$ cat src/rtl/ktimer_pkg.sv
package ktimer_pkg;
    localparam int unsigned DIGIT_W   = 4;
    localparam int unsigned TENS_W    = 3;
    localparam int unsigned UNITS_MAX = 9;
    localparam int unsigned TENS_MAX  = 5;

    typedef struct packed {
        logic [TENS_W-1:0]  min_t;
        logic [DIGIT_W-1:0] min_u;
        logic [TENS_W-1:0]  sec_t;
        logic [DIGIT_W-1:0] sec_u;
    } mmss_t;

    typedef struct packed {
        mmss_t t;
        logic  run;
        logic  done;
    } tmr_state_t;

    function automatic int unsigned mmss_to_secs(mmss_t v);
        int unsigned mins;
        int unsigned secs;
        mins = int'(v.min_t) * 10 + int'(v.min_u);
        secs = int'(v.sec_t) * 10 + int'(v.sec_u);
        return mins * 60 + secs;
    endfunction
endpackage

$ cat src/rtl/mmss_countdown.sv
module mmss_countdown
    import ktimer_pkg::*;
(
    input  logic  clk,
    input  logic  rst_n,
    input  logic  tick,
    input  logic  inc_min,
    input  logic  inc_sec,
    input  logic  clr,
    input  logic  go,
    output mmss_t time_o,
    output logic  done_o
);
    tmr_state_t st_q, st_d;
    mmss_t      dec_d;
    logic       zero_q;
    logic       any_inc;

    assign zero_q  = (st_q.t == '0);
    assign any_inc = inc_min | inc_sec;

    // borrow chain: seconds units -> seconds tens -> minutes units -> minutes tens
    always_comb begin
        dec_d = st_q.t;
        if (st_q.t.sec_u != '0) begin
            dec_d.sec_u = st_q.t.sec_u - 1'b1;
        end else begin
            dec_d.sec_u = DIGIT_W'(UNITS_MAX);
            if (st_q.t.sec_t != '0) begin
                dec_d.sec_t = st_q.t.sec_t - 1'b1;
            end else begin
                dec_d.sec_t = TENS_W'(TENS_MAX);
                if (st_q.t.min_u != '0) begin
                    dec_d.min_u = st_q.t.min_u - 1'b1;
                end else begin
                    dec_d.min_u = DIGIT_W'(UNITS_MAX);
                    dec_d.min_t = st_q.t.min_t - 1'b1;
                end
            end
        end
    end

    always_comb begin
        st_d = st_q;
        if (clr) begin
            st_d = '0;
        end else if (any_inc) begin
            if (inc_sec) begin
                if (st_q.t.sec_u == DIGIT_W'(UNITS_MAX)) begin
                    st_d.t.sec_u = '0;
                    st_d.t.sec_t = (st_q.t.sec_t == TENS_W'(TENS_MAX)) ? '0 : st_q.t.sec_t + 1'b1;
                end else begin
                    st_d.t.sec_u = st_q.t.sec_u + 1'b1;
                end
            end
            if (inc_min) begin
                if (st_q.t.min_u == DIGIT_W'(UNITS_MAX)) begin
                    st_d.t.min_u = '0;
                    st_d.t.min_t = (st_q.t.min_t == TENS_W'(TENS_MAX)) ? '0 : st_q.t.min_t + 1'b1;
                end else begin
                    st_d.t.min_u = st_q.t.min_u + 1'b1;
                end
            end
            st_d.done = 1'b0;
        end else if (st_q.run && tick) begin
            if (zero_q) begin
                st_d.run  = 1'b0;
                st_d.done = 1'b1;
            end else begin
                st_d.t = dec_d;
                if (dec_d == '0) begin
                    st_d.run  = 1'b0;
                    st_d.done = 1'b1;
                end
            end
        end else if (go && !zero_q) begin
            st_d.run = 1'b1;
        end
    end

    always_ff @(posedge clk or negedge rst_n) begin
        if (!rst_n) st_q <= '0;
        else        st_q <= st_d;
    end

    assign time_o = st_q.t;
    assign done_o = st_q.done;

    p_digit_range_r2: assert property (@(posedge clk) disable iff (!rst_n)
        st_q.t.sec_u <= DIGIT_W'(UNITS_MAX) && st_q.t.sec_t <= TENS_W'(TENS_MAX) &&
        st_q.t.min_u <= DIGIT_W'(UNITS_MAX) && st_q.t.min_t <= TENS_W'(TENS_MAX));

    p_clear_wins_r5: assert property (@(posedge clk) disable iff (!rst_n)
        clr |=> (st_q.t == '0 && !st_q.run && !st_q.done));

    p_tick_one_sec_r7: assert property (@(posedge clk) disable iff (!rst_n)
        (!clr && !any_inc && st_q.run && tick && !zero_q) |=>
        (mmss_to_secs(st_q.t) + 1 == mmss_to_secs($past(st_q.t))));

    p_stopped_holds_r7: assert property (@(posedge clk) disable iff (!rst_n)
        (!clr && !any_inc && !st_q.run) |=> $stable(st_q.t));

    p_done_stopped_r8: assert property (@(posedge clk) disable iff (!rst_n)
        st_q.done |-> !st_q.run);

    p_inc_drops_done_r9: assert property (@(posedge clk) disable iff (!rst_n)
        (!clr && any_inc) |=> !st_q.done);

    p_zero_tick_r11: assert property (@(posedge clk) disable iff (!rst_n)
        (!clr && !any_inc && st_q.run && tick && zero_q) |=> (st_q.done && $stable(st_q.t)));
endmodule

$ cat src/rtl/digit_select_mux.sv
module digit_select_mux
    import ktimer_pkg::*;
#(
    parameter int unsigned N_TIMERS = 2,
    parameter int unsigned SEL_W    = 1
) (
    input  mmss_t [N_TIMERS-1:0] times_i,
    input  logic  [SEL_W-1:0]    timer_sel,
    input  logic  [1:0]          digit_sel,
    output logic  [DIGIT_W-1:0]  digit_o
);
    mmss_t picked;

    always_comb begin
        picked = '0;
        for (int i = 0; i < int'(N_TIMERS); i++) begin
            if (timer_sel == SEL_W'(i)) picked = times_i[i];
        end
    end

    always_comb begin
        unique case (digit_sel)
            2'd0: digit_o = picked.sec_u;
            2'd1: digit_o = DIGIT_W'(picked.sec_t);
            2'd2: digit_o = picked.min_u;
            default: digit_o = DIGIT_W'(picked.min_t);
        endcase
    end
endmodule

$ cat src/rtl/dual_mmss_timer.sv
module dual_mmss_timer
    import ktimer_pkg::*;
#(
    parameter int unsigned N_TIMERS = 2,
    parameter int unsigned SEL_W    = (N_TIMERS > 1) ? $clog2(N_TIMERS) : 1
) (
    input  logic                clk,
    input  logic                rst_n,
    input  logic                sec_tick,
    input  logic [N_TIMERS-1:0] inc_min,
    input  logic [N_TIMERS-1:0] inc_sec,
    input  logic [N_TIMERS-1:0] clr,
    input  logic [N_TIMERS-1:0] go,
    input  logic [SEL_W-1:0]    timer_sel,
    input  logic [1:0]          digit_sel,
    output logic [3:0]          digit,
    output logic [N_TIMERS-1:0] done
);
    mmss_t [N_TIMERS-1:0] times;

    for (genvar g = 0; g < int'(N_TIMERS); g++) begin : g_timer
        mmss_countdown u_cnt (
            .clk     (clk),
            .rst_n   (rst_n),
            .tick    (sec_tick),
            .inc_min (inc_min[g]),
            .inc_sec (inc_sec[g]),
            .clr     (clr[g]),
            .go      (go[g]),
            .time_o  (times[g]),
            .done_o  (done[g])
        );
    end

    digit_select_mux #(.N_TIMERS(N_TIMERS), .SEL_W(SEL_W)) u_mux (
        .times_i   (times),
        .timer_sel (timer_sel),
        .digit_sel (digit_sel),
        .digit_o   (digit)
    );

    p_digit_bcd_r2: assert property (@(posedge clk) disable iff (!rst_n)
        digit <= 4'd9);
endmodule

$ cat config.mk
export PLATFORM = sky130hd
export DESIGN_NAME = dual_mmss_timer
export DESIGN_NICKNAME = d
export VERILOG_FILES = /design/src/rtl/ktimer_pkg.sv /design/src/rtl/mmss_countdown.sv /design/src/rtl/digit_select_mux.sv /design/src/rtl/dual_mmss_timer.sv
export SDC_FILE = /design/constraint.sdc
export NUM_CORES = 1
export LEC_CHECK = 0
export ABC_CLOCK_PERIOD_IN_PS = 3010
export BUFFER_PORTS_ARGS = -buffer_cell sky130_fd_sc_hd__buf_2
export CAP_MARGIN = 20
export CORE_MARGIN = 2
export CORE_UTILIZATION = 50
export DETAILED_ROUTE_END_ITERATION = 7
export PLACE_DENSITY_LB_ADDON = 0.12
export SYNTH_ARGS = -nofsm -noshare
export SYNTH_HDL_FRONTEND = slang
export SYNTH_SLANG_ARGS = --single-unit
$ cat constraint.sdc
create_clock -name clk -period 3.01 [get_ports clk]
set_input_delay 0.602 -clock clk [delete_from_list [all_inputs] [get_ports clk]]
set_output_delay 0.602 -clock clk [all_outputs]
set_load 0.01 [all_outputs]
==> impl_results.md, run 1 <==
- FF+latch count, synth: 32
- Initial core utilization: 51.0%
- Residual DRC count: 0
- GPL Wtd Cong: 0.898
- Layout Cells excl Fill: 432
- Post-Syn Nets: 380
- Synth area leaders: dfrtp_1, ha_1, a21oi_1, nor2_1, mux4_2
- Worst-path clk slew: approximately 0.07 ns
- Routed WL: about 7800 µm
- Synth Area in XOR/XNOR: 2.36%
- Pre-CTS WS: 0.447 ns
- First-pass GRT wire length: between 10000 and 15000 µm
- RSZ-0062 raised after global routing: false
- Crit share post-route: 85.8%
- DRT iter0 DRCs: 212
- Worst Setup End Kind: flip-flop
- Top_reg_cell synth: dfrtp_1
- Measured slew at the worst slew-check pin: 0.761 ns
- Via count: 2819
- Worst EP required: 3.19 ns
- TritonRoute pass-1 iters: 5
- Final Hold Fails: 0
- Reg2Reg Launch Point: g_timer[0].u_cnt.time_o[0]$_DFFE_PN0P_
- Pleak: approximately 1.3 nW
- CTS Hold Bufs: 0
- Post-CTS sizing: 0
- Fmax: 0.387 GHz
- N_diodes: 0
- Clock insertion delay at the later pin of the skew report: between 0.2 and 0.3 ns
- Clk sinks: 32
- Sum of negative setup slack: 0 ns
- All-Layer GR Usage: 25.9%
- Ys Warns: 0
- CTS Buf Count: 5
- Period minus WS final: between 2 and 3 ns
- Total Power: approximately 1.4 mW
- Post-synthesis mux area share: 9.08%
- Layout area overhead: 6.50%
- Share of the synthesized area in the top cell type: 27.0%
- Post-synthesis cell count: 353
- Initial antenna violation count: 0
- HP Class: in2async
- DR vias/cell: 6.53
- Setup CP Type: reg2reg
- Number of port buffers: 19
- Cell taking the most area after synthesis: dfrtp_1
- Post-Synth Simple-Gate Area: 20.7%
- Largest family of logic cells by synthesized area: compound AO/OA/AOI/OAI gates
- Max stage delay on crit path: 0.66 ns
- Mean Syn Cell Area: 8.40 µm²
- Layout cells sized above 1: 16.8%
- Placed insts: 424
- Final ANT Viol Nets: 0
- Nets: 383
- Crit path max-delay cell type: a221oi_1
- Finish-stage setup viols: 0
- H-tree levels: 2
- Die area: 6560 µm²
- Num rows: 28
- Setup Buffers After CTS: 0
- Final WS setup: around 0.43 ns
- Compound-cell area share of the yosys netlist: 28.3%
- Max IR drop VDD: approximately 0.00024 V
- Die Height: just over 80 µm
- Gr ovfl total: 0
- Crit Path Max Fanout: 9
- CTS tree: built
- Hpwl dp: 5700 µm
- Number of global-route vias before repair: roughly 2600
- PwrDens: 444 nW/µm²
- Largest net degree at the start of global routing: 33
- CTS Root Cell: clkbuf_8
- Ys async rst share: 100%
- Fill cells: ~580
- CP Launch Type: flip-flop
- Post-Synth Adder-Cell Area: 5.49%
- Cells along the critical path: inv_1 > ha_1 > nor3b_2 > a41oi_1 > a221oi_1 > a21oi_1 > o22a_1
- Status: finished, final reports clean
- Clk buf depth: 2
- Slew Viols, Final: 0
- Core area: 5820 µm²
- Max cap viols: 0
- Worst Hold Margin: ~0.37 ns
- Number of flops mapped to enable cells by yosys: 0
- DR WL/cell: 17.9 µm
- Post-synthesis sequential area ratio: around 27%
- Slew margin rel.: 49.3%
- I/O pins: 20
- Synthesized cell area: 2960 µm²
- Crit path from: g_timer[0].u_cnt.time_o[0]$_DFFE_PN0P_
- Die W: between 80 and 90 µm
- Crit path DAT: roughly 2.8 ns
- Yosys cell types: 65
- Clock Skew: 0.00717 ns
==> placed cells by master, fill, tap and decap left out, drive strengths merged, types with 5 or more instances in the layout <==
master,synthesis,final
o21ai,24,24
nand2b,5,5
or3,7,7
nor3,11,11
ha,13,13
or4,6,6
a31oi,10,10
a21oi,34,34
dfrtp,32,32
a21o,6,6
mux4,7,7
buf,7,26
xor2,5,5
mux2,6,6
clkbuf,23,8
and3,5,5
a211oi,5,5
nand2,14,14
nor2,38,38
nor4,8,8
inv,19,19
==> worst paths after layout <==
| kind | cells past startpoint | end | slack (ns) |
|---|---|---|---|
| max | 7 | g_timer[0].u_cnt.time_o[4]$_DFFE_PN0P_ | 0.43 |
| min | 1 | g_timer[0].u_cnt.time_o[10]$_DFFE_PN0P_ | 0.37 |
| max reg2reg | 7 | g_timer[0].u_cnt.time_o[4]$_DFFE_PN0P_ | 0.43 |
| min reg2reg | 1 | g_timer[0].u_cnt.done_o$_DFFE_PN0P_ | 0.49 |
| max in group asynchronous | 1 | g_timer[1].u_cnt.done_o$_DFFE_PN0P_ | 2.15 |
| min in group clk | 1 | g_timer[0].u_cnt.done_o$_DFFE_PN0P_ | 0.49 |
==> cell usage after synthesis (4+ instances only) <==
cell and instances:
mux4_2 6, clkbuf_1 23, a21oi_4 4, ha_1 13
o21ai_0 22, mux2i_1 4, mux2_2 5, inv_1 19
a21o_1 6, nor2_1 37, nor4_1 7, dfrtp_1 32
a21oi_1 30, a211oi_1 5, nand2_1 14, nand3_1 4
or4_1 4, nand2b_1 5, and3_1 5, xor2_1 5
o2bb2ai_1 4, nor3_1 11, or3_1 4, a31oi_1 10
==> metal layers <==
layer	GRT usage [%]	part of all wire, %	vias up
li1	-	-	1330
met1	33.0	42	1353
met2	43.4	50	114
met3	4.11	5.6	22
met4	11.0	2.9	0
met5	0	0	-
==> worst max-delay path: cells and delay by family, from the launching register on <==
kind | cells | cell delay (ns)
flip-flops | 1 | 0.47
adder cells (fa/ha/maj) | 1 | 0.28
buffers and inverters | 1 | 0.13
AND/OR/NAND/NOR | 1 | 0.43
AO/OA/AOI/OAI | 4 | 1.17
==> state kept, by name, summed over array words and instances, names as in the netlist <==
signal / flops
g_timer.u_cnt.done_o: 2
g_timer.u_cnt.st_q: 2
g_timer.u_cnt.time_o: 28
==> power breakdown <==
group          leakage (nW)  internal (mW)  switching [mW]
clock network        0.0455          0.187           0.169
logic                 0.819          0.204           0.283
registers             0.429          0.469          0.0901
==> metrics by stage <==
stage / instance area [µm²] / util, %
floorplan: 2960 / -
finish: 3160 / 54.3
global route: 3160 / 54.3
detailed placement: 3070 / 52.7
CTS: 3160 / 54.3
global placement: 3070 / 52.7
==> cell families after synthesis <==
| logic type | Yosys count |
|---|---|
| AO/OA/AOI/OAI | 122 |
| AND/OR/NAND/NOR | 112 |
| buffers and inverters | 49 |
| flip-flops | 32 |
| multiplexers | 17 |
| adder cells (fa/ha/maj) | 13 |
| XOR/XNOR | 8 |
==> layout make-up <==
type / count / area [µm²] / share of cell area, %
flip-flops and latches: 32 / 801 / 25.4
inverters: 19 / 71.3 / 2.26
multi-input cells: 272 / 1950 / 61.9
clock buffers: 8 / 90.1 / 2.85
well taps: 75 / 93.8 / 2.97
repair buffers: 26 / 148 / 4.68
Note: power is estimated with default switching activity, not from simulation.
==> run 2, diff against run 1 <==
--- a/config.mk
+++ b/config.mk
@@ -7,3 +7,3 @@
 export LEC_CHECK = 0
-export ABC_CLOCK_PERIOD_IN_PS = 3010
+export ABC_CLOCK_PERIOD_IN_PS = 2100
 export BUFFER_PORTS_ARGS = -buffer_cell sky130_fd_sc_hd__buf_2
==> constraint.sdc (replaced) <==
create_clock -name clk -period 2.1 [get_ports clk]
set_input_delay 0 -clock clk [delete_from_list [all_inputs] [get_ports clk]]
set_output_delay 0 -clock clk [all_outputs]
set_load 0.01 [all_outputs]
==> impl_results.md, run 2 (same netlist as run 1, synthesis figures left out) <==
- CTS Buf Count: 5
- Clk sinks: 32
- GPL Wtd Cong: 0.925
- H-tree levels: 2
- Clock insertion delay at the later pin of the skew report: roughly 0.30 ns
- Via count: 3011
- Initial core utilization: 51.0%
- Crit path DAT: 2.44 ns
- CP Launch Type: flip-flop
- Flop2flop setup slack: -0.11 ns
- Post-route cell area: 3690 µm²
- Num rows: 28
- Crit share post-route: 105%
- PwrDens: 624 nW/µm²
- Worst-path clk slew: 0.07 ns
- Number of port buffers: 19
- All-Layer GR Usage: 27.8%
- HP Class: in2reg
- Slew Viols, Final: 0
- Routed WL: 8690 µm
- R2R cell count: 5
- Crit Path Max Fanout: 6
- DR WL/cell: 17.9 µm
- Worst Hold Margin: 0.0152 ns
- Max reg flops: 28
- TritonRoute pass-1 iters: 5
- DRT iter0 DRCs: around 190
- Core area: between 5000 and 6000 µm²
- Largest net degree at the start of global routing: 33
- Max IR drop VDD: 0.000353 V
- Die area: 6560 µm²
- R2R Path End: g_timer[1].u_cnt.time_o[1]$_DFFE_PN0P_
- Most frequent cells in the layout: buf_4, nor2_1, dfrtp_1
- Period minus WS final: ~2.2 ns
- First-pass GRT wire length: 13800 µm
- Clk buf depth: 2
- Placed cell area: 3470 µm²
- Setup CP Type: reg2reg
- CTS Root Cell: clkbuf_8
- Status: finished, violations left
- CTS tree: built
- Crit path to: g_timer[1].u_cnt.time_o[1]$_DFFE_PN0P_
- Most common cell after layout, fill and taps aside: buf_4
- Gr ovfl total: 0
- Measured slew at the worst slew-check pin: slightly below 0.8 ns
- Reg2Reg Launch Point: g_timer[1].u_cnt.time_o[0]$_DFFE_PN0P_
- Hpwl dp: 6270 µm
- Layout cells sized above 1: 32.4%
- Total Power: 2.31 mW
- Crit path from: g_timer[1].u_cnt.time_o[0]$_DFFE_PN0P_
- Final Core Density: a little under two thirds
- Die W: 81.0 µm
- Failing checks: setup timing
- Final ANT Viol Nets: 0
- Residual DRC count: 0
- Slew margin rel.: 48.0%
- DR vias/cell: 6.21
- Sum of negative setup slack: -0.836 ns
- Pleak: roughly 1.6 nW
- I/O pins: 20
- Fmax: 0.453 GHz
- Finish-stage setup viols: 14
- N_diodes: 0
- Clock Skew: 0.0141 ns
- RSZ-0062 raised after global routing: true
- Final Hold Fails: 0
- Layout area overhead: 24.7%
- Final WS setup: -0.109 ns
- Worst Setup End Kind: flip-flop
- Nets: 436
- Worst EP required: 2.33 ns
- Number of global-route vias before repair: between 2000 and 3000
- Die Height: approximately 81 µm
- Max cap viols: 0
- Initial antenna violation count: 0
[run 2: cell types whose count changed in the layout (fill, tap and decap cells not counted), sizes merged]
cell | previous run | this run
dlygate4sd3 | 0 | 1
clkbuf | 8 | 7
buf | 26 | 78
clkinv | 0 | 1
[run 2: area by class of cell]
| type | instances | area [µm²] |
|---|---|---|
| Multi-Input combinational cell | 272 | 2070 |
| Fill cell | 502 | 2120 |
| Timing Repair Buffer | 79 | 571 |
| Sequential cell | 32 | 802 |
| Inverter | 19 | 73.8 |
| Clock buffer | 7 | 76.3 |
| Tap cell | 75 | 93.8 |
| Clock inverter | 1 | 5.00 |
[run 2: worst min-delay path by stage]
stage | to | startpoint | slack (ns) | cells past startpoint
floorplan | g_timer[0].u_cnt.done_o$_DFFE_PN0P_ | rst_n | -0.30 | 0
global placement | g_timer[0].u_cnt.time_o[2]$_DFFE_PN0P_ | rst_n | 0.12 | 1
detailed placement | g_timer[0].u_cnt.time_o[2]$_DFFE_PN0P_ | rst_n | 0.13 | 1
CTS | g_timer[1].u_cnt.st_q[1]$_DFFE_PN0P_ | go[1] | 0.02 | 3
global route | g_timer[1].u_cnt.st_q[1]$_DFFE_PN0P_ | go[1] | 0.05 | 3
finish | g_timer[1].u_cnt.st_q[1]$_DFFE_PN0P_ | go[1] | 0.02 | 3
[run 2: critical path: stages, from the launching register on]
cell     delay (ns)
dfrtp_1        0.38
or4_4          0.56
or4_4          0.65
a22oi_2        0.17
mux2_4         0.32
nor2_2         0.07
[run 2: metrics by stage]
stage                     cells  setup WS [ns]
after CTS                   482         -0.104
after global routing        485         -0.166
after detailed placement    471         -0.107
after global placement      471        -0.0734
after floorplan             353         -0.110
final                       485         -0.109
[run 2: metal layers]
metal  track usage [%]  vias to the layer above  wire (µm)
li1                  -                     1435          -
met1              34.9                     1431       3650
met2              46.3                      121       4210
met3              4.56                       24        540
met4              13.6                        0        295
met5                 0                        -          0
[run 2: power by group]
| group | internal, mW | switching (mW) | total (mW) | leakage [nW] |
|---|---|---|---|---|
| sequential | 0.674 | 0.0480 | 0.722 | 0.428 |
| clock | 0.233 | 0.250 | 0.483 | 0.0422 |
| combinational | 0.512 | 0.590 | 1.10 | 1.12 |
[run 2: repair_timing]
item | 4_1_cts | 5_1_grt
hold buffers | 1 | 0
setup endpoints to repair | 15 | 24
setup buffers | 2 | 3
endpoints found under the hold margin | 32 | 0
pin swaps | 10 | 14
gates resized for setup | 8 | 14
==> run 3, diff against run 2 <==
Settings changed: ABC_CLOCK_PERIOD_IN_PS 2100 to 2330, SKIP_CTS_REPAIR_TIMING from default to 1.
Clock period 2.1 ns to 2.33 ns, I/O delays scaled along.
==> impl_results.md, run 3 (same netlist as run 1, synthesis figures left out) <==
- Status: finished, final reports clean
- PwrDens: 564 nW/µm²
- Num rows: 28
- Worst EP required: around 2.6 ns
- Die W: just over 80 µm
- Crit Path Max Fanout: 6
- R2R cell count: 5
- CTS Root Cell: clkbuf_8
- Max reg flops: 28
- Gr ovfl total: 0
- Layout area overhead: 14.4%
- Die area: roughly 6600 µm²
- Via count: 2944
- Initial antenna violation count: 0
- WHS Path Cells: 3
- Crit path DAT: 2.47 ns
- Layout cells sized above 1: 23.2%
- Core area: 5820 µm²
- Number of global-route vias before repair: 2618
- N_diodes: 0
- HP Class: in2reg
- Finish-stage setup viols: 0
- Max IR drop VDD: 0.000293 V
- I/O pins: 20
- Clock insertion delay at the later pin of the skew report: approximately 0.29 ns
- Max cap viols: 0
- Final Core Density: 58.3%
- First-pass GRT wire length: between 10000 and 15000 µm
- RSZ-0062 raised after global routing: false
- Setup CP Type: reg2reg
- Hpwl dp: 6070 µm
- Hold path startpoint: go[1]
- Largest net degree at the start of global routing: 33
- Slew Viols, Final: 0
- Slew margin rel.: 50.8%
- R2R Path End: g_timer[1].u_cnt.time_o[1]$_DFFE_PN0P_
- DR vias/cell: 6.36
- Reg2Reg Launch Point: g_timer[1].u_cnt.time_o[2]$_DFFE_PN0P_
- Worst-path clk slew: 0.06 ns
- Period minus WS final: 2.26 ns
- CTS Buf Count: 5
- GPL Wtd Cong: 0.966
- Number of port buffers: 19
- Flop2flop setup slack: 0.07 ns
- Final ANT Viol Nets: 0
- CTS tree: built
- Sum of negative setup slack: 0 ns
- TritonRoute pass-1 iters: 4
- Hold endpoint: g_timer[1].u_cnt.st_q[1]$_DFFE_PN0P_
- Most frequent cells in the layout: nor2_1, buf_4, dfrtp_1
- All-Layer GR Usage: about a quarter
- Fmax: between 0.4 and 0.5 GHz
- Pleak: 1.45 nW
- Clock Skew: 0.00600 ns
- DR WL/cell: 17.4 µm
- Residual DRC count: 0
- Initial core utilization: 51.0%
- Nets: 414
- Register area: approximately 800 µm²
- Final Hold Fails: 0
- Worst Setup End Kind: flip-flop
- Crit path from: g_timer[1].u_cnt.time_o[2]$_DFFE_PN0P_
- Clk buf depth: 2
- Crit share post-route: between 90 and 100%
- Routed WL: 8070 µm
- Die Height: between 80 and 90 µm
- Total Power: around 1.9 mW
- Multi-input gate area: 1950 µm²
- H-tree levels: 2
- CP Launch Type: flip-flop
- DRT iter0 DRCs: 182
- Measured slew at the worst slew-check pin: 0.737 ns
- Fill cells: roughly 540
- Clk sinks: 32
==> run 3: cell types whose count changed in the layout (fill, tap and decap cells not counted), moves of 3 or more <==
cell and delta:
a21oi_1 +3, buf_6 -6, a21oi_2 -3, buf_4 -16
==> run 3: power breakdown <==
group / internal [mW] / switching (mW)
clock network: 0.241 / 0.206
logic: 0.345 / 0.458
registers: 0.607 / 0.0541
total: 1.19 / 0.719
==> run 3: worst max path at each step <==
stage / to / slack [ns] / cells after the start
2_1_floorplan: g_timer[0].u_cnt.time_o[4]$_DFFE_PN0P_ / 0.03 / 7
3_3_place_gp: g_timer[1].u_cnt.time_o[1]$_DFFE_PN0P_ / 0.1 / 5
3_5_place_dp: g_timer[1].u_cnt.time_o[1]$_DFFE_PN0P_ / 0.07 / 5
4_1_cts: g_timer[1].u_cnt.time_o[1]$_DFFE_PN0P_ / 0.06 / 5
5_1_grt: g_timer[1].u_cnt.time_o[1]$_DFFE_PN0P_ / 0.0006 / 5
6_report: g_timer[1].u_cnt.time_o[1]$_DFFE_PN0P_ / 0.07 / 5
==> run 3: stage by stage <==
| step | instance area, µm² | hold slack (ns) | setup slack [ns] | std cells |
|---|---|---|---|---|
| after floorplan | 2960 | -0.296 | 0.0258 | 353 |
| after global placement | 3280 | 0.110 | 0.0991 | 453 |
| after detailed placement | 3280 | 0.126 | 0.0741 | 453 |
| after CTS | 3370 | -0.192 | 0.0567 | 461 |
| after global routing | 3390 | 0.0278 | 0.000592 | 463 |
| final | 3390 | 0.0283 | 0.0726 | 463 |
==> run 3: metal layers <==
layer	global-route usage [%]	part of all wire, %	vias up
met5	0	0	-
met3	4.11	5.8	17
met1	34.1	42	1413
li1	-	-	1393
met4	9.49	2.0	0
met2	44.1	50	121
==> run 3: layout make-up <==
type / count / area share, %
Sequential cell: 32 / 23.6
Clock buffer: 8 / 2.66
Timing Repair Buffer: 57 / 11.3
Tap cell: 75 / 2.77
Inverter: 19 / 2.10
Multi-Input combinational cell: 272 / 57.6
==> run 3: critical path, cell delays in order (launching register included) <==
cell,delay (ns)
dfrtp_1,0.38
or4_4,0.55
or4_4,0.65
a22oi_1,0.19
mux2_1,0.33
nor2_1,0.09
